`config.mk`:
```
export PLATFORM = sky130hd
export DESIGN_NAME = dll_tune_setup
export DESIGN_NICKNAME = d
export VERILOG_FILES = /design/src/rtl/dtu_pkg.sv /design/src/rtl/dtu_dll_word.sv /design/src/rtl/dtu_lock_timer.sv /design/src/rtl/dtu_divider.sv /design/src/rtl/dll_tune_setup.sv
export SDC_FILE = /design/constraint.sdc
export NUM_CORES = 1
export LEC_CHECK = 0
export BUFFER_PORTS_ARGS = -buffer_cell sky130_fd_sc_hd__buf_4
export CAP_MARGIN = 20
export CORE_MARGIN = 8
export CORE_UTILIZATION = 45
export CTS_CLUSTER_DIAMETER = 30
export DETAILED_ROUTE_END_ITERATION = 16
export HOLD_SLACK_MARGIN = 0.03
export PLACE_DENSITY = 0.69
export SLEW_MARGIN = 20
export SYNTH_ARGS = -nofsm -noshare
export SYNTH_HDL_FRONTEND = slang
export SYNTH_SLANG_ARGS = --single-unit
```
`constraint.sdc`:
```
create_clock -name clk -period 5.5 [get_ports clk]
set_clock_uncertainty 0.2 [all_clocks]
set_input_delay 1.375 -clock clk [delete_from_list [all_inputs] [get_ports clk]]
set_output_delay 1.375 -clock clk [all_outputs]
set_load 0.05 [all_outputs]
```
`src/rtl/dtu_pkg.sv`:
```
package dtu_pkg;

   localparam int REG_W = 32;

   // DLL control bit positions (decoded by the PHY, so fixed)
   localparam int DLL_EN_BIT     = 31;
   localparam int DLL_OLD_UPD    = 30;
   localparam int DLL_REFSEL_BIT = 30;
   localparam int DLL_NEW_UPD    = 23;
   localparam int DLL_FAST_BIT   = 5;
   localparam int DLL_BYPASS_BIT = 0;
   localparam int PHASE_W        = 6;
   localparam int PHASE_LSB_A    = 16;
   localparam int PHASE_LSB_B    = 24;
   localparam logic [PHASE_W-1:0] PHASE_90 = 6'h1F;

   typedef enum logic [1:0] {
      ST_OK      = 2'b00,
      ST_REJECT  = 2'b01,
      ST_TIMEOUT = 2'b10,
      ST_CLAMP   = 2'b11
   } dtu_status_t;

   typedef enum logic [1:0] {
      S_IDLE = 2'd0,
      S_LOCK = 2'd1,
      S_DIV  = 2'd2
   } dtu_state_t;

endpackage

```
`src/rtl/dtu_dll_word.sv`:
```
module dtu_dll_word
   import dtu_pkg::*;
(
   input  logic [REG_W-1:0] rd_i,
   input  logic             variant_new_i,
   output logic [REG_W-1:0] word_o
);

   localparam int N_PHASE = 2;

   logic [N_PHASE-1:0][REG_W-1:0] ph_mask;
   logic [N_PHASE-1:0][REG_W-1:0] ph_val;

   generate
      for (genvar g = 0; g < N_PHASE; g++) begin : g_phase
         localparam int LSB = (g == 0) ? PHASE_LSB_A : PHASE_LSB_B;
         assign ph_mask[g] = {{(REG_W-PHASE_W){1'b0}}, {PHASE_W{1'b1}}} << LSB;
         assign ph_val[g]  = {{(REG_W-PHASE_W){1'b0}}, PHASE_90} << LSB;
      end
   endgenerate

   logic [REG_W-1:0] clr_all;
   logic [REG_W-1:0] set_all;

   always_comb begin
      clr_all = '0;
      set_all = '0;
      for (int i = 0; i < N_PHASE; i++) begin
         clr_all = clr_all | ph_mask[i];
         set_all = set_all | ph_val[i];
      end
   end

   always_comb begin
      word_o                 = (rd_i & ~clr_all) | set_all;
      word_o[DLL_EN_BIT]     = 1'b1;
      word_o[DLL_FAST_BIT]   = 1'b1;
      word_o[DLL_BYPASS_BIT] = 1'b0;
      if (variant_new_i) begin
         word_o[DLL_NEW_UPD]    = 1'b1;
         word_o[DLL_REFSEL_BIT] = 1'b0;
      end else begin
         word_o[DLL_OLD_UPD]    = 1'b1;
      end
   end

endmodule

```
`src/rtl/dtu_lock_timer.sv`:
```
module dtu_lock_timer #(
   parameter int POLL_CYCLES   = 20000,
   parameter int TIMEOUT_POLLS = 320
) (
   input  logic clk,
   input  logic rst_n,
   input  logic arm_i,
   input  logic lock_i,
   output logic locked_o,
   output logic expired_o
);

   localparam int PRE_W  = (POLL_CYCLES > 1) ? $clog2(POLL_CYCLES) : 1;
   localparam int POLL_W = $clog2(TIMEOUT_POLLS + 1);

   generate
      if (POLL_CYCLES < 1) begin : g_bad_poll
         $error("POLL_CYCLES must be at least 1");
      end
      if (TIMEOUT_POLLS < 1) begin : g_bad_tmo
         $error("TIMEOUT_POLLS must be at least 1");
      end
   endgenerate

   logic              active;
   logic [PRE_W-1:0]  pre;
   logic [POLL_W-1:0] polls;
   logic              tick;

   assign tick = (pre == '0);

   always_ff @(posedge clk or negedge rst_n) begin
      if (!rst_n) begin
         active    <= 1'b0;
         pre       <= '0;
         polls     <= '0;
         locked_o  <= 1'b0;
         expired_o <= 1'b0;
      end else begin
         locked_o  <= 1'b0;
         expired_o <= 1'b0;
         if (arm_i) begin
            active <= 1'b1;
            pre    <= '0;
            polls  <= '0;
         end else if (active) begin
            pre <= (pre == PRE_W'(POLL_CYCLES - 1)) ? '0 : pre + 1'b1;
            if (tick) begin
               if (lock_i) begin
                  locked_o <= 1'b1;
                  active   <= 1'b0;
               end else if (polls == POLL_W'(TIMEOUT_POLLS)) begin
                  expired_o <= 1'b1;
                  active    <= 1'b0;
               end else begin
                  polls <= polls + 1'b1;
               end
            end
         end
      end
   end


   poll_bound_chk: assert property (@(posedge clk) disable iff (!rst_n)
      polls <= POLL_W'(TIMEOUT_POLLS));


   single_outcome_chk: assert property (@(posedge clk) disable iff (!rst_n)
      !(locked_o && expired_o));

endmodule

```
`src/rtl/dtu_divider.sv`:
```
module dtu_divider #(
   parameter int N_W = 12,
   parameter int D_W = 8
) (
   input  logic           clk,
   input  logic           rst_n,
   input  logic           go_i,
   input  logic [N_W-1:0] dividend_i,
   input  logic [D_W-1:0] divisor_i,
   output logic           valid_o,
   output logic [N_W-1:0] quot_o,
   output logic           dz_o
);

   localparam int C_W = $clog2(N_W + 1);

   generate
      if (N_W < 2) begin : g_bad_n
         $error("dividend width must be at least 2");
      end
   endgenerate

   logic [D_W-1:0] rem;
   logic [N_W-1:0] quo;
   logic [D_W-1:0] dvs;
   logic [C_W-1:0] cnt;
   logic [D_W:0]   trial;
   logic           fits;

   assign trial = {rem, quo[N_W-1]};
   assign fits  = (trial >= {1'b0, dvs});

   always_ff @(posedge clk or negedge rst_n) begin
      if (!rst_n) begin
         rem     <= '0;
         quo     <= '0;
         dvs     <= '0;
         cnt     <= '0;
         valid_o <= 1'b0;
         dz_o    <= 1'b0;
      end else begin
         valid_o <= 1'b0;
         if (go_i) begin
            rem  <= '0;
            quo  <= dividend_i;
            dvs  <= divisor_i;
            dz_o <= (divisor_i == '0);
            cnt  <= C_W'(N_W);
         end else if (cnt != '0) begin
            rem     <= fits ? D_W'(trial - {1'b0, dvs}) : D_W'(trial);
            quo     <= {quo[N_W-2:0], fits};
            cnt     <= cnt - 1'b1;
            valid_o <= (cnt == C_W'(1));
         end
      end
   end

   assign quot_o = quo;


   rem_below_dvs_chk: assert property (@(posedge clk) disable iff (!rst_n)
      (valid_o && dvs != '0) |-> (rem < dvs));

endmodule

```
`src/rtl/dll_tune_setup.sv`:
```
module dll_tune_setup
   import dtu_pkg::*;
#(
   parameter int CLK_KHZ    = 200000,
   parameter int POLL_US    = 100,
   parameter int TIMEOUT_US = 32000,
   parameter int DLY_W      = 12,
   parameter int DIV_W      = 8,
   parameter int STEP_W     = 8,
   parameter int STEP_LSB   = 16,
   parameter int CNT_W      = 4,
   parameter int CNT_LSB    = 8
) (
   input  logic              clk,
   input  logic              rst_n,
   input  logic              start_i,
   input  logic              fast_clk_i,
   input  logic              variant_new_i,
   input  logic [31:0]       dll_ctrl_rd_i,
   output logic [31:0]       dll_ctrl_wr_o,
   output logic              dll_ctrl_we_o,
   input  logic              lock_i,
   input  logic [DLY_W-1:0]  cur_dly_i,
   input  logic [DIV_W-1:0]  step_div_i,
   input  logic [CNT_W-1:0]  pass_cnt_i,
   input  logic [31:0]       tun_ctrl_rd_i,
   output logic [31:0]       tun_ctrl_wr_o,
   output logic              tun_ctrl_we_o,
   output logic              done_o,
   output logic [1:0]        status_o
);

   localparam int POLL_CYCLES   = (CLK_KHZ * POLL_US) / 1000;
   localparam int TIMEOUT_POLLS = TIMEOUT_US / POLL_US;
   localparam int STEP_MAX      = (1 << STEP_W) - 1;

   generate
      if (STEP_W > DLY_W) begin : g_bad_step
         $error("step field wider than delay value");
      end
      if (STEP_LSB + STEP_W > REG_W || CNT_LSB + CNT_W > REG_W) begin : g_bad_pos
         $error("tuning fields exceed register width");
      end
      if (!(CNT_LSB + CNT_W <= STEP_LSB || STEP_LSB + STEP_W <= CNT_LSB)) begin : g_overlap
         $error("tuning fields overlap");
      end
   endgenerate

   dtu_state_t       state;
   logic             accept, reject, skip_en, do_en;
   logic             locked, expired;
   logic             div_go, div_valid, div_dz;
   logic [DLY_W-1:0] quot;
   logic [REG_W-1:0] en_word;
   logic             over;
   logic [STEP_W-1:0] step;
   logic [REG_W-1:0] tun_word;

   assign accept  = (state == S_IDLE) && start_i;
   assign reject  = accept && !fast_clk_i;
   assign skip_en = accept && fast_clk_i && dll_ctrl_rd_i[DLL_EN_BIT];
   assign do_en   = accept && fast_clk_i && !dll_ctrl_rd_i[DLL_EN_BIT];
   assign div_go  = skip_en || ((state == S_LOCK) && locked);

   dtu_dll_word u_word (
      .rd_i          (dll_ctrl_rd_i),
      .variant_new_i (variant_new_i),
      .word_o        (en_word)
   );

   dtu_lock_timer #(
      .POLL_CYCLES   (POLL_CYCLES),
      .TIMEOUT_POLLS (TIMEOUT_POLLS)
   ) u_timer (
      .clk       (clk),
      .rst_n     (rst_n),
      .arm_i     (do_en),
      .lock_i    (lock_i),
      .locked_o  (locked),
      .expired_o (expired)
   );

   dtu_divider #(
      .N_W (DLY_W),
      .D_W (DIV_W)
   ) u_div (
      .clk        (clk),
      .rst_n      (rst_n),
      .go_i       (div_go),
      .dividend_i (cur_dly_i),
      .divisor_i  (step_div_i),
      .valid_o    (div_valid),
      .quot_o     (quot),
      .dz_o       (div_dz)
   );

   always_comb begin
      over     = div_dz || (quot > DLY_W'(STEP_MAX));
      step     = over ? {STEP_W{1'b1}} : quot[STEP_W-1:0];
      tun_word = tun_ctrl_rd_i;
      tun_word[STEP_LSB +: STEP_W] = step;
      tun_word[CNT_LSB +: CNT_W]   = pass_cnt_i;
   end

   always_ff @(posedge clk or negedge rst_n) begin
      if (!rst_n) begin
         state         <= S_IDLE;
         dll_ctrl_wr_o <= '0;
         dll_ctrl_we_o <= 1'b0;
         tun_ctrl_wr_o <= '0;
         tun_ctrl_we_o <= 1'b0;
         done_o        <= 1'b0;
         status_o      <= ST_OK;
      end else begin
         dll_ctrl_we_o <= 1'b0;
         tun_ctrl_we_o <= 1'b0;
         done_o        <= 1'b0;
         unique case (state)
            S_IDLE: begin
               if (reject) begin
                  done_o   <= 1'b1;
                  status_o <= ST_REJECT;
               end else if (do_en) begin
                  dll_ctrl_wr_o <= en_word;
                  dll_ctrl_we_o <= 1'b1;
                  state         <= S_LOCK;
               end else if (skip_en) begin
                  state <= S_DIV;
               end
            end
            S_LOCK: begin
               if (locked) begin
                  state <= S_DIV;
               end else if (expired) begin
                  done_o   <= 1'b1;
                  status_o <= ST_TIMEOUT;
                  state    <= S_IDLE;
               end
            end
            S_DIV: begin
               if (div_valid) begin
                  tun_ctrl_wr_o <= tun_word;
                  tun_ctrl_we_o <= 1'b1;
                  done_o        <= 1'b1;
                  status_o      <= over ? ST_CLAMP : ST_OK;
                  state         <= S_IDLE;
               end
            end
            default: state <= S_IDLE;
         endcase
      end
   end


   reject_chk: assert property (@(posedge clk) disable iff (!rst_n)
      (state == S_IDLE && start_i && !fast_clk_i) |=>
      (done_o && status_o == ST_REJECT && !dll_ctrl_we_o && !tun_ctrl_we_o));


   no_rewrite_chk: assert property (@(posedge clk) disable iff (!rst_n)
      (state == S_IDLE && start_i && fast_clk_i && dll_ctrl_rd_i[DLL_EN_BIT]) |=>
      !dll_ctrl_we_o);


   dll_word_chk: assert property (@(posedge clk) disable iff (!rst_n)
      dll_ctrl_we_o |-> (dll_ctrl_wr_o[DLL_EN_BIT] && dll_ctrl_wr_o[DLL_FAST_BIT]
                         && !dll_ctrl_wr_o[DLL_BYPASS_BIT]));


   done_pulse_chk: assert property (@(posedge clk) disable iff (!rst_n)
      done_o |=> !done_o);


   tun_with_done_chk: assert property (@(posedge clk) disable iff (!rst_n)
      tun_ctrl_we_o |-> (done_o && (status_o == ST_OK || status_o == ST_CLAMP)));


   clamp_max_chk: assert property (@(posedge clk) disable iff (!rst_n)
      (tun_ctrl_we_o && status_o == ST_CLAMP) |->
      (tun_ctrl_wr_o[STEP_LSB +: STEP_W] == {STEP_W{1'b1}}));


   timeout_nowrite_chk: assert property (@(posedge clk) disable iff (!rst_n)
      (done_o && status_o == ST_TIMEOUT) |-> !tun_ctrl_we_o);

endmodule

```
Yosys cells after proc, flatten, opt, wreduce, memory -nomap -nowiden
Index checks and enable logic that the tools add are counted.
{"block": "op_classes", "addsub": 4, "magnitude_cmp": 2, "n_eq_ne": 14, "muxes": 56, "n_bitwise": 1, "reduce_logical": 23}
{"operator": "$mux W15", "count": 3}
{"operator": "$mux W9", "count": 5}
{"operator": "$mux W8", "count": 4}
{"operator": "$mux W1", "count": 26}
{"operator": "$mux W12", "count": 2}
{"operator": "$mux W2", "count": 11}
{"operator": "$add A15 B1 Y15 const B", "count": 1}
{"operator": "$eq A15 B15 Y1 const B", "count": 1}
{"operator": "$logic_not A15 Y1", "count": 1}
{"operator": "$gt A12 B8 Y1 const B", "count": 1}
{"operator": "$pmux W2 S3", "count": 2}
{"operator": "$add A9 B1 Y9 const B", "count": 1}
{"operator": "$eq A9 B9 Y1 const B", "count": 1}
{"operator": "$ge A9 B8 Y1", "count": 1}
{"operator": "$logic_not A8 Y1", "count": 1}
{"operator": "$mux W4", "count": 2}
{"operator": "$ne A2 B2 Y1 const B", "count": 4}
{"operator": "$reduce_and A4 Y1", "count": 2}
{"operator": "$sub A8 B8 Y8", "count": 1}
{"operator": "$logic_and A1 B1 Y1", "count": 6}
{"operator": "$ne A2 B1 Y1 const B", "count": 3}
{"operator": "$reduce_bool A2 Y1", "count": 3}
{"operator": "$reduce_and A5 Y1", "count": 1}
{"operator": "$eq A4 B1 Y1 const B", "count": 1}
{"operator": "14 further kinds", "count": 16}
{"block": "word_totals", "register_bits": 129, "output_inout_bits": 69, "elab_cells": 118}

Logic depth before layout (Yosys ltp)
Gate-level depths: netlist (run 1).
{"block": "logic_depth", "ltp_word": 8, "depth_mapped": 9, "mapped_depth_nobuf": 9}

Cells and area by module
A second synthesis (run 1) with hierarchy kept.
{"block": "unflattened", "hier_cells": 650, "area_unflattened_um2": 6621.4}
{"mod": "dll_tune_setup", "instances": 1, "cells_each": 250, "area_each_um2": 2867.8, "seq_area_each_um2": 1776.7}
{"mod": "dtu_divider", "instances": 1, "cells_each": 204, "area_each_um2": 1951.9, "seq_area_each_um2": 850.8}
{"mod": "dtu_lock_timer", "instances": 1, "cells_each": 162, "area_each_um2": 1559.0, "seq_area_each_um2": 675.6}
{"mod": "dtu_dll_word", "instances": 1, "cells_each": 34, "area_each_um2": 242.7, "seq_area_each_um2": 0.0}

Worst setup path after synthesis (run 1)
OpenSTA, ideal clock, no wires.
{"block": "synth_path", "kind": "input port to flip-flop", "startpoint": "input dll_ctrl_rd_i[31]", "endpoint": "register u_timer.pre[8]", "arrival_time_ns": 2.516, "t_required_ns": 5.165, "slack_ns": 2.649, "path_stages": 7, "path_buffers": 0, "path_cell_list": "nand4b_2 inv_1 nor2_1 nor3_1 nand3_1 xor2_1 nor2_1"}
{"block": "synth_between", "elab_chain_cells": 3}
{"item": "start, declared", "line": "dll_tune_setup.sv:19", "text": "input logic [31:0] dll_ctrl_rd_i,"}
{"item": "$logic_not A1 Y1 *", "line": "dll_tune_setup.sv:62", "text": "assign do_en = accept && fast_clk_i && !dll_ctrl_rd_i[DLL_EN_BIT];"}
{"item": "$logic_and A1 B1 Y1 *", "line": "dll_tune_setup.sv:62"}
{"item": "$mux W15 or $reduce_bool A2 Y1 (tied branches)"}
{"item": "end signal, assigned", "line": "dtu_lock_timer.sv:47", "text": "pre <= (pre == PRE_W'(POLL_CYCLES - 1)) ? '0 : pre + 1'b1;"}
{"item": "end, declared", "line": "dtu_lock_timer.sv:26", "text": "logic [PRE_W-1:0] pre;"}
Every way passes the cells marked *; elsewhere a longest branch is shown, timed or not.
A chain may end at the register's enable or synchronous reset.

Worst setup path in the final report (run 1)
Ends and elaborated chain as after synthesis.

==> results of run 1 <==
tightest hold or removal path, delay by kind of cell, from the launching register on:
kind	cells	cell delay [ns]
and+or+nand+nor	2	0.10
DFF	1	0.34
layout make-up:
cell class              count  area [µm²]  share of cell area, %
well taps                 172         215                   2.91
repair buffers            136        1020                   13.8
inverters                  24        90.1                   1.22
clock buffers              20         457                   6.18
flip-flops and latches    118        2950                   40.0
multi-input cells         394        2480                   33.6
clock inverters            12         175                   2.37
how the worst min path moves through the flow:
stage	start	slack [ns]	end	depth (start not counted)
detailed placement	dll_ctrl_wr_o[23]	0.26	dll_ctrl_wr_o[23]	2
global placement	dll_ctrl_wr_o[23]	0.26	dll_ctrl_wr_o[23]	2
global route	u_div.dz_o	0.30	u_div.dz_o	2
finish	dll_ctrl_wr_o[23]	0.27	dll_ctrl_wr_o[23]	2
CTS	dll_ctrl_wr_o[23]	0.27	dll_ctrl_wr_o[23]	2
floorplan	u_div.dvs[0]	0.24	u_div.dvs[0]	2
layer usage:
metal	vias to the layer above	track usage, %	share of wire (%)	wire length [µm]
met5	-	0	0	0
met4	0	5.87	1.2	151
met3	12	5.09	6.0	785
met2	80	26.9	50	6580
met1	2121	18.8	43	5580
li1	2173	-	-	-
cell usage after synthesis (2+ instances only):
cell and number:
mux2i_1 18, o211ai_1 2, nor2_1 38, nand4_1 10, nor4b_1 2, dfrtp_1 118
a21o_1 2, nor2b_1 5, o21a_1 3, mux2_2 26, o31ai_1 2, and4_1 2
a211oi_1 3, a31oi_1 5, nor3_1 5, nand3_1 15, xnor2_1 6, clkbuf_8 2
clkbuf_1 11, nor4_1 5, a41o_1 2, nor3b_1 2, and3_1 4, buf_1 2
nand2_1 110, xor2_1 16, buf_4 14, nand3b_1 3, inv_1 23, a21oi_1 13
o31a_1 2, nand2b_1 5, o21ai_0 51, ha_1 18
logic make-up (layout without fill, tap and decap cells):
logic type / count (synthesis) / count (layout) / synth area share [%]
AOI/OAI and AO/OA: 90 / 90 / 9.07
xor gates and xnor gates: 22 / 22 / 3.37
adders and majority gates: 19 / 19 / 4.29
buffers and inverters: 55 / 192 / 5.04
DFF: 118 / 118 / 51.7
muxes: 44 / 44 / 8.28
other: 1 / 3 / 0.0657
and+or+nand+nor: 216 / 216 / 18.2
state kept, by name (all words and copies together) (netlist names), 2 cells and up:
name	flops
status_o	2
u_div.cnt	4
dll_ctrl_wr_o	18
u_timer.polls	9
u_div.dvs	8
u_div.quot_o	12
tun_ctrl_wr_o	32
u_div.rem	8
u_timer.pre	15
state	2
metrics by stage:
step,utilization (%),setup WS [ns],total power [µW]
6_report,59.0,2.29,5130
5_1_grt,59.0,2.04,5430
4_1_cts,59.0,2.30,5180
3_5_place_dp,54.0,1.87,3990
3_3_place_gp,54.0,1.86,3910
2_1_floorplan,-,2.65,3320
power groups by stage:
stage / Combinational [µW] / Sequential [µW] / Clock, µW
2_1_floorplan: 1210 / 2110 / 0
3_3_place_gp: 2440 / 1470 / 0
3_5_place_dp: 2490 / 1490 / 0
4_1_cts: 2510 / 1480 / 1190
5_1_grt: 2680 / 1530 / 1230
6_report: 2480 / 1480 / 1170
==> impl_results.md, run 1 <==
- Kind of critical path: in -> reg
- Post-synth top area share: 51.7%
- Cell count along the critical path: 8
- Antenna viol nets, final: 0
- Internal Power: 2910 µW
- Clock Sinks: 118
- Fin cells: 876
- FF-to-FF path depth: 9
- Fin crit share: 58.4%
- CTS tree: done
- RR Startpoint: state[0]
- Post-CTS Setup Bufs: 0
- CTS Buffer Depth: 2
- Hold_buf cts: 0
- Synth area leaders: dfrtp_1, nand2_1, mux2_2
- Switching share of power: 43.4%
- DRT Pass-1 Iters: 4
- Share of layout cells above drive strength 1: 28.7%
- Clock power frac: 22.7%
- CP endpoint kind: flop
- Worst Path Arrival: 3.29 ns
- GRT overflow: 0
- Most common cell after layout, fill and taps aside: buf_4
- Lkg Pwr: 0.00362 µW
- Routability-driven placement congestion ratio: between 0.8 and 0.9
- Total number of vias: around 4400
- Psw: between 2000 and 2500 µW
- # rows: 41
- Die Height: 129 µm
- Crit path time final: 3.21 ns
- Hold Crit Class: reg -> reg
- First-pass GRT wire length: roughly 21000 µm
- WL/cell: between 10 and 15 µm
- Crit-path max FO: 27
- Die X: ~130 µm
- Hold WS: approximately 0.27 ns
- Post-synth cell types: 54
- Clock-pin slew on the worst setup and hold paths: 0.05 ns
- CP peak stage delay: 0.66 ns
- Ys flop type: dfrtp_1
- Reg power frac: 28.9%
- Post-synthesis sequential area ratio: 51.7%
- Slowest CP cell: nand4b_2
- Worst Path Required: 5.57 ns
- Final TNS setup: 0 ns
- Max VDD drop: ~0.36 mV
- Post-synthesis async set-or-reset flop share: 100%
- YS warnings: 0
- RR Endpoint: u_timer.pre[8]
- Detailed Route WL: between 10000 and 15000 µm
- RSZ-0062 raised after global routing: no
- GRT Overall Usage: around 16%
- Port buffer count: 132
- Pin count of the biggest net entering global routing: 55
- CTS H-tree depth: 4
- Starting density of the core: 45.6%
- Final Hold Fails: 0
- Commonest non-fill, non-tap cells in the layout: buf_4, dfrtp_1, nand2_1
- Pwr per Cell Area: 694 nW/µm²
- Synth Area per Inst: 10.1 µm²
- Worst-Skew Late Latency: between 0.4 and 0.5 ns
- Via density per instance: ~5.0
- Crit. Startpoint: dll_ctrl_rd_i[31]
- Placed cell areas: 6760 µm²
- #FFs+latches synth: 118
- R2R setup slack: 2.63 ns
- Worst slew margin: 43.4%
- Area of the mapped netlist: about 5700 µm²
- Combinational Power Share: 48.4%
- Status: complete, no violations
- CTS Buf Count: 17
- # nets final: about 800
- Initial drt markers: a little under 200
- Dpl hpwl: 9410 µm
- Initial antenna violation count: 0
- I/O pin cnt: 163
- Tightest Pin Transition: roughly 0.84 ns
- MaxCap Viol Count: 0
- Area Overhead vs Synth: 29.4%
- Placed Instances: 844
- Vias in the first global route: 4443
- Maximum operating frequency: 0.311 GHz
- Number of synthesized flops with an enable pin: 0
- Area of the core: 12500 µm²
- # DRC: 0
- Post-CTS Resized: 0
- CP cell instances: buf_4, nand4b_2, inv_1, nor2_1, nor3_1, nand3_1, xor2_1, nor2_1
- Finished layout cell area: 7390 µm²
- CP delay by family, top: simple AND/OR/NAND/NOR gates
- Clk root buf: clkbuf_16
- Die area: 16600 µm²
- CP startpoint kind: input port
- # diodes: 0
- Filler cells: 1066
- Cell count after synthesis: 565
- Final Setup Violations: 0
- Slew Viols, Final: 0
- Cell taking the most area after synthesis: dfrtp_1
- Worst Setup EP: u_timer.pre[8]
- Worst Path Buf+Inv: 2
- Top cell by count, worst path: nor2_1
Power figures use the tool's default switching activity.
==> inputs of run 2 (changes only) <==
==> constraint.sdc (replaced) <==
create_clock -name clk -period 3.2 [get_ports clk]
set_clock_uncertainty 0.2 [all_clocks]
set_input_delay 0.8 -clock clk [delete_from_list [all_inputs] [get_ports clk]]
set_output_delay 0.8 -clock clk [all_outputs]
set_load 0.05 [all_outputs]
==> impl_results.md, run 2 (same netlist as run 1, synthesis figures left out) <==
- FF-to-FF path depth: 9 (unchanged)
- GRT overflow: 0 (unchanged)
- Initial antenna violation count: 0 (unchanged)
- MaxCap Viol Count: 0 (unchanged)
- I/O pin cnt: 163 (unchanged)
- CTS H-tree depth: 4 (unchanged)
- Crit-path max FO: 11 (-59%)
- Hold Crit Class: in -> async
- Clock-pin slew on the worst setup and hold paths: 0.06 ns (about the same)
- Share of layout cells above drive strength 1: 28.9% (+0.22 points)
- Routability-driven placement congestion ratio: 0.869 (+0.77%)
- Commonest non-fill, non-tap cells in the layout: buf_4, dfrtp_1, nand2_1
- Area of the core: 12500 µm² (unchanged)
- Detailed Route WL: 13600 µm (+3.5%)
- Largest regs: tun_ctrl_wr_o x32, dll_ctrl_wr_o x18, u_timer.pre x15
- R2R setup slack: 0.64 ns (-1.99 ns)
- Worst Path Arrival: 2.63 ns (-0.66 ns)
- Die Height: 129 µm (unchanged)
- Vias in the first global route: 4560 (+2.6%)
- # nets final: 809 (+0.62%)
- Pwr per Cell Area: 1190 nW/µm² (+71%)
- DRT Pass-1 Iters: 4 (unchanged)
- # rows: 41 (unchanged)
- Most common cell after layout, fill and taps aside: buf_4
- Reg power frac: 28.9% (about the same)
- CP endpoint kind: flop
- Largest register by flop count: tun_ctrl_wr_o
- Worst Path Required: 3.27 ns (-2.30 ns)
- Worst slew margin: 56.5% (+13 points)
- Fin crit share: about 80%
- Clock power frac: 22.0% (-0.7 points)
- RSZ-0062 raised after global routing: no
- Psw: 3880 µW (+74%)
- GRT Overall Usage: 16.8% (+0.85 points)
- Kind of critical path: reg -> reg
- Area Overhead vs Synth: 30.1%
- Die area: 16600 µm² (unchanged)
- Final TNS setup: 0 ns (unchanged)
- CP peak stage delay: 0.41 ns (-0.25 ns)
- Via density per instance: 5.14 (+2.7%)
- Internal Power: 4930 µW (+70%)
- Initial drt markers: 243 (+24%)
- Final Setup Violations: 0 (unchanged)
- CTS tree: done
- Hold WS: 0.216 ns (-0.0532 ns)
- Die X: 129 µm (unchanged)
- # diodes: 0 (unchanged)
- Maximum operating frequency: 0.391 GHz
- Pin count of the biggest net entering global routing: 50 (-9.1%)
- Antenna viol nets, final: 0 (unchanged)
- Switching share of power: 44.0% (+0.61 points)
- Starting density of the core: 45.6% (unchanged)
- WL/cell: 15.4 µm (+2.9%)
- Hold_buf cts: 0 (unchanged)
- RR Startpoint: state[0]
- Status: complete, no violations
- Tightest Pin Transition: 0.652 ns (-0.192 ns)
- Clk root buf: clkbuf_16
- Post-CTS Setup Bufs: 0 (unchanged)
- Combinational Power Share: 49.0% (+0.6 points)
- Slowest CP cell: nor3_1
- CTS Buf Count: 17 (unchanged)
- Lkg Pwr: 0.00363 µW (+0.49%)
- Port buffer count: 132 (unchanged)
- Clock Sinks: 118 (unchanged)
- Crit path time final: about 2.6 ns
- CP startpoint kind: flop
- Dpl hpwl: 9870 µm (+5.0%)
- Post-layout util: 59.3% (+0.30 points)
- Max VDD drop: 0.447 mV (+23%)
- First-pass GRT wire length: 22200 µm (+5.0%)
- Total number of vias: 4529 (+3.3%)
- Final Hold Fails: 0 (unchanged)
- RR Endpoint: u_timer.pre[8]
- # DRC: 0 (unchanged)
- Post-CTS Resized: 0 (unchanged)
- CP cell instances: inv_1, ha_1, nand4b_2, inv_1, nor2_1, nor3_1, nand3_1, xor2_1, nor2_1
- CTS Buffer Depth: 2 (unchanged)
- Slew Viols, Final: 0 (unchanged)
- Worst-Skew Late Latency: 0.41 ns (about the same)
- Number of flip-flops in the largest register: 32 (unchanged)
-- run 2: cell types whose count changed in the layout (fill, tap and decap cells not counted) --
cell	previous run	this run
clkinv_2	3	2
clkinv_4	1	2
nand2_2	1	0
buf_12	0	2
clkbuf_1	1	2
nand2_1	109	110
buf_4	136	139
bufinv_16	4	3
-- run 2: layer usage --
layer | vias up | part of all wire, % | track usage [%]
met3 | 28 | 6.4 | 5.09
li1 | 2193 | - | -
met4 | 0 | 2.3 | 7.39
met1 | 2184 | 41 | 19.9
met5 | - | 0 | 0
met2 | 124 | 50 | 27.9
-- run 2: worst max-delay path by stage --
stage | to | startpoint | slack, ns | cells past startpoint
after floorplan | u_timer.pre[8] | dll_ctrl_rd_i[31] | 0.92 | 7
after global placement | u_timer.pre[8] | dll_ctrl_rd_i[31] | 0.49 | 8
after detailed placement | u_timer.pre[8] | dll_ctrl_rd_i[31] | 0.45 | 8
after CTS | u_timer.pre[8] | state[0] | 0.64 | 9
after global routing | u_timer.pre[8] | state[0] | 0.44 | 9
final | u_timer.pre[8] | state[0] | 0.64 | 9
-- run 2: final cells by class --
type | count | area, µm²
inverters | 24 | 90.1
clock inverters | 11 | 149
multi-input cells | 394 | 2480
flip-flops and latches | 118 | 2950
repair buffers | 141 | 1080
well taps | 172 | 215
clock buffers | 21 | 460
fillers | 1065 | 5090
-- run 2: stage by stage --
step	instances	setup slack [ns]	total power [µW]	cell area [µm²]
after global placement	849	0.486	6750	6820
after global routing	881	0.442	9350	7430
after CTS	881	0.645	8880	7430
after detailed placement	849	0.448	6900	6820
final	881	0.645	8810	7430
after floorplan	567	0.924	5710	5720
-- run 2: power groups by stage --
stage / logic [µW] / registers [µW] / clock network, µW
after detailed placement: 4330 / 2560 / 0
after floorplan: 2090 / 3620 / 0
after CTS: 4350 / 2550 / 1980
after global routing: 4680 / 2630 / 2040
after global placement: 4220 / 2530 / 0
final: 4320 / 2550 / 1940
-- run 2: worst max-delay path: cells and delay by family (launching register included) --
| family | cells | cell delay (ns) |
|---|---|---|
| DFF | 1 | 0.39 |
| and+or+nand+nor | 5 | 1.10 |
| adders and majority gates | 1 | 0.29 |
| buffers and inverters | 2 | 0.27 |
| xor gates and xnor gates | 1 | 0.15 |
==> inputs of run 3 (changes only) <==
--- a/config.mk
+++ b/config.mk
@@ -5,6 +5,7 @@
 export SDC_FILE = /design/constraint.sdc
 export NUM_CORES = 1
 export LEC_CHECK = 0
+export ABC_AREA = 1
 export BUFFER_PORTS_ARGS = -buffer_cell sky130_fd_sc_hd__buf_4
 export CAP_MARGIN = 20
 export CORE_MARGIN = 8
@@ -12,7 +13,7 @@
 export CTS_CLUSTER_DIAMETER = 30
 export DETAILED_ROUTE_END_ITERATION = 16
 export HOLD_SLACK_MARGIN = 0.03
-export PLACE_DENSITY = 0.69
+export PLACE_DENSITY = 0.68
 export SLEW_MARGIN = 20
 export SYNTH_ARGS = -nofsm -noshare
 export SYNTH_HDL_FRONTEND = slang
==> constraint.sdc (replaced) <==
create_clock -name clk -period 2.53 [get_ports clk]
set_clock_uncertainty 0.2 [all_clocks]
set_input_delay 0.6325 -clock clk [delete_from_list [all_inputs] [get_ports clk]]
set_output_delay 0.6325 -clock clk [all_outputs]
set_load 0.05 [all_outputs]
==> impl_results.md, run 3 <==
- Post-synth cell types: 40 (-26%)
- Pwr per Cell Area: 1500 nW/µm² (+26%)
- Final TNS setup: 0 ns (unchanged)
- First-pass GRT wire length: 24800 µm (+12%)
- Fin crit share: 85.6% (+5.8 points)
- Vias in the first global route: 5077 (+11%)
- Final Hold Fails: 0 (unchanged)
- I/O pin cnt: 163 (unchanged)
- MaxCap Viol Count: 0 (unchanged)
- Share of layout cells above drive strength 1: 22.2% (-6.7 points)
- Clk root buf: clkbuf_16
- Final Setup Violations: 0 (unchanged)
- Max VDD drop: 0.776 mV (+73%)
- Total number of vias: 5264 (+16%)
- DRT Pass-1 Iters: 5 (+1)
- Slew Viols, Final: 0 (unchanged)
- Die Height: 133 µm (+3.2%)
- # DRC: 0 (unchanged)
- CTS tree: done
- Commonest non-fill, non-tap cells in the layout: nand2_1, buf_4, dfrtp_1
- Via density per instance: 4.84 (-5.8%)
- GRT Overall Usage: 17.1% (+0.25 points)
- Detailed Route WL: 14700 µm (+8.8%)
- Maximum operating frequency: 0.462 GHz (+18%)
- Number of synthesized flops with an enable pin: 0 (unchanged)
- #FFs+latches synth: 118 (unchanged)
- Worst setup margin: 0.364 ns (-0.281 ns)
- Post-synthesis async set-or-reset flop share: 100% (unchanged)
- Number of flip-flops in the largest register: 32 (unchanged)
- Dpl hpwl: 10700 µm (+8.3%)
- RSZ-0062 raised after global routing: no
- Clock-pin slew on the worst setup and hold paths: 0.06 ns (about the same)
- Commonest cells post-synth: nand2_1, dfrtp_1, nor2_1
- Worst Path Arrival: 2.26 ns (-0.37 ns)
- Post-CTS Resized: 0 (unchanged)
- Slowest CP cell: dfrtp_1
- Hold Crit Class: in -> reg
- GRT overflow: 0 (unchanged)
- Routability-driven placement congestion ratio: 0.889 (+2.3%)
- R2R setup slack: 0.36 ns (-0.28 ns)
- Lkg Pwr: 0.00407 µW (+12%)
- Crit-path max FO: 18 (+7)
- Register area: 2950 µm² (unchanged)
- Cell count after synthesis: 770 (+36%)
- YS warnings: 0 (unchanged)
- CTS Buffer Depth: 2 (unchanged)
- Largest register by flop count: tun_ctrl_wr_o
- Area Overhead vs Synth: 27.9%
- # rows: 42 (+2.4%)
- CP cell instances: inv_1, ha_1, nand3_2, nor2_4, inv_2, nand2_1, nand3_2, nand2_1, nand2_1
- Pre-CTS setup slack: 0.353 ns (-0.0951 ns)
- Initial drt markers: 301 (+24%)
- Synth Area per Inst: 7.96 µm² (-21%)
- Cell taking the most area after synthesis: dfrtp_1
- Filler cells: 1228 (+15%)
- Area of the core: 13300 µm² (+6.2%)
- Largest regs: tun_ctrl_wr_o x32, dll_ctrl_wr_o x18, u_timer.pre x15
- Port buffer count: 132 (unchanged)
- Hold_buf cts: 1 (+1)
- CP startpoint kind: flop
- Area of the mapped netlist: 6130 µm² (+7.4%)
- Die area: 17600 µm² (+6.5%)
- Worst Path Required: 2.63 ns (-0.64 ns)
- Starting density of the core: 46.1% (+0.50 points)
- Top cell by count, worst path: nand2_1
- Synth area leaders: dfrtp_1, nand2_1, nor2_1
- Initial antenna violation count: 0 (unchanged)
- CP peak stage delay: 0.41 ns (about the same)
- Die X: 133 µm (+3.2%)
- CTS Buf Count: 17 (unchanged)
- Area of the multi-input gates: 2680 µm² (+8.0%)
- Worst-Skew Late Latency: 0.41 ns (about the same)
- Post-synthesis sequential area ratio: 48.2% (-3.6 points)
- Post-CTS Setup Bufs: 0 (unchanged)
- Clock Sinks: 118 (unchanged)
- Most common cell after layout, fill and taps aside: nand2_1
- WL/cell: 13.6 µm (-12%)
- # nets final: 1011 (+25%)
- Post-synth top area share: 48.2% (-3.6 points)
- Crit path time final: 2.17 ns (-0.389 ns)
- # diodes: 0 (unchanged)
- Status: complete, no violations
- CP endpoint kind: flop
- Ys flop type: dfrtp_1
- Most common cell in the netlist: nand2_1
- Kind of critical path: reg -> reg
- Antenna viol nets, final: 0 (unchanged)
- Pin count of the biggest net entering global routing: 50 (unchanged)
- CTS H-tree depth: 4 (unchanged)
==> run 3: worst paths after layout <==
check / startpoint / endpoint / cells after the start
worst max-delay path: state[0] / u_timer.polls[7] / 9
worst min-delay path: pass_cnt_i[3] / tun_ctrl_wr_o[11] / 3
worst max register to register: state[0] / u_timer.polls[7] / 9
worst min register to register: dll_ctrl_wr_o[3] / dll_ctrl_wr_o[3] / 2
max in group asynchronous: rst_n / tun_ctrl_we_o / 3
min in group asynchronous: rst_n / dll_ctrl_wr_o[3] / 2
==> run 3: logic make-up (layout without fill, tap and decap cells) <==
group           after synthesis  count (layout)  share of synthesized area (%)
buf+inv                     106             245                           8.35
xor+xnor                      9               9                           1.29
flops                       118             118                           48.2
compound gates               66              66                           6.28
fa+ha+maj                    19              19                           4.00
other cells                   1               3                         0.0612
simple gates                451             451                           31.9
==> run 3: layout make-up <==
class                   count  area share [%]
well taps                 176            2.81
inverters                  70            3.44
repair buffers            143            13.9
clock inverters            13            2.62
clock buffers              19            5.52
multi-input cells         548            34.1
flip-flops and latches    118            37.6
==> run 3: power by group <==
part	total, µW	switching, µW	internal, µW
clock	2590	846	1740
sequential	3250	541	2700
combinational	5900	4020	1890
total	11700	5400	6330
==> run 3: through the flow <==
stage / instance area [µm²] / instances / hold WS (ns) / util (%) / power [µW]
2_1_floorplan: 6140 / 772 / 0.137 / - / 7640
3_3_place_gp: 7200 / 1054 / 0.255 / 54.1 / 9120
3_5_place_dp: 7200 / 1054 / 0.259 / 54.1 / 9190
6_report: 7850 / 1087 / 0.212 / 59.0 / 11700
4_1_cts: 7850 / 1087 / 0.194 / 59.0 / 11900
5_1_grt: 7850 / 1087 / 0.204 / 59.0 / 12600
==> run 3: routing by layer <==
layer | global-route usage [%] | wire, µm | up-vias
met5 | 0 | 0 | -
met4 | 6.56 | 197 | 0
met3 | 5.34 | 894 | 16
met2 | 26.3 | 6670 | 141
met1 | 22.0 | 6980 | 2409
li1 | - | - | 2698
==> run 3: critical path, delay by kind of cell (launching register included) <==
kind / cells / cell delay (ns)
buf+inv: 2 / 0.29
simple gates: 6 / 0.90
flops: 1 / 0.41
fa+ha+maj: 1 / 0.26
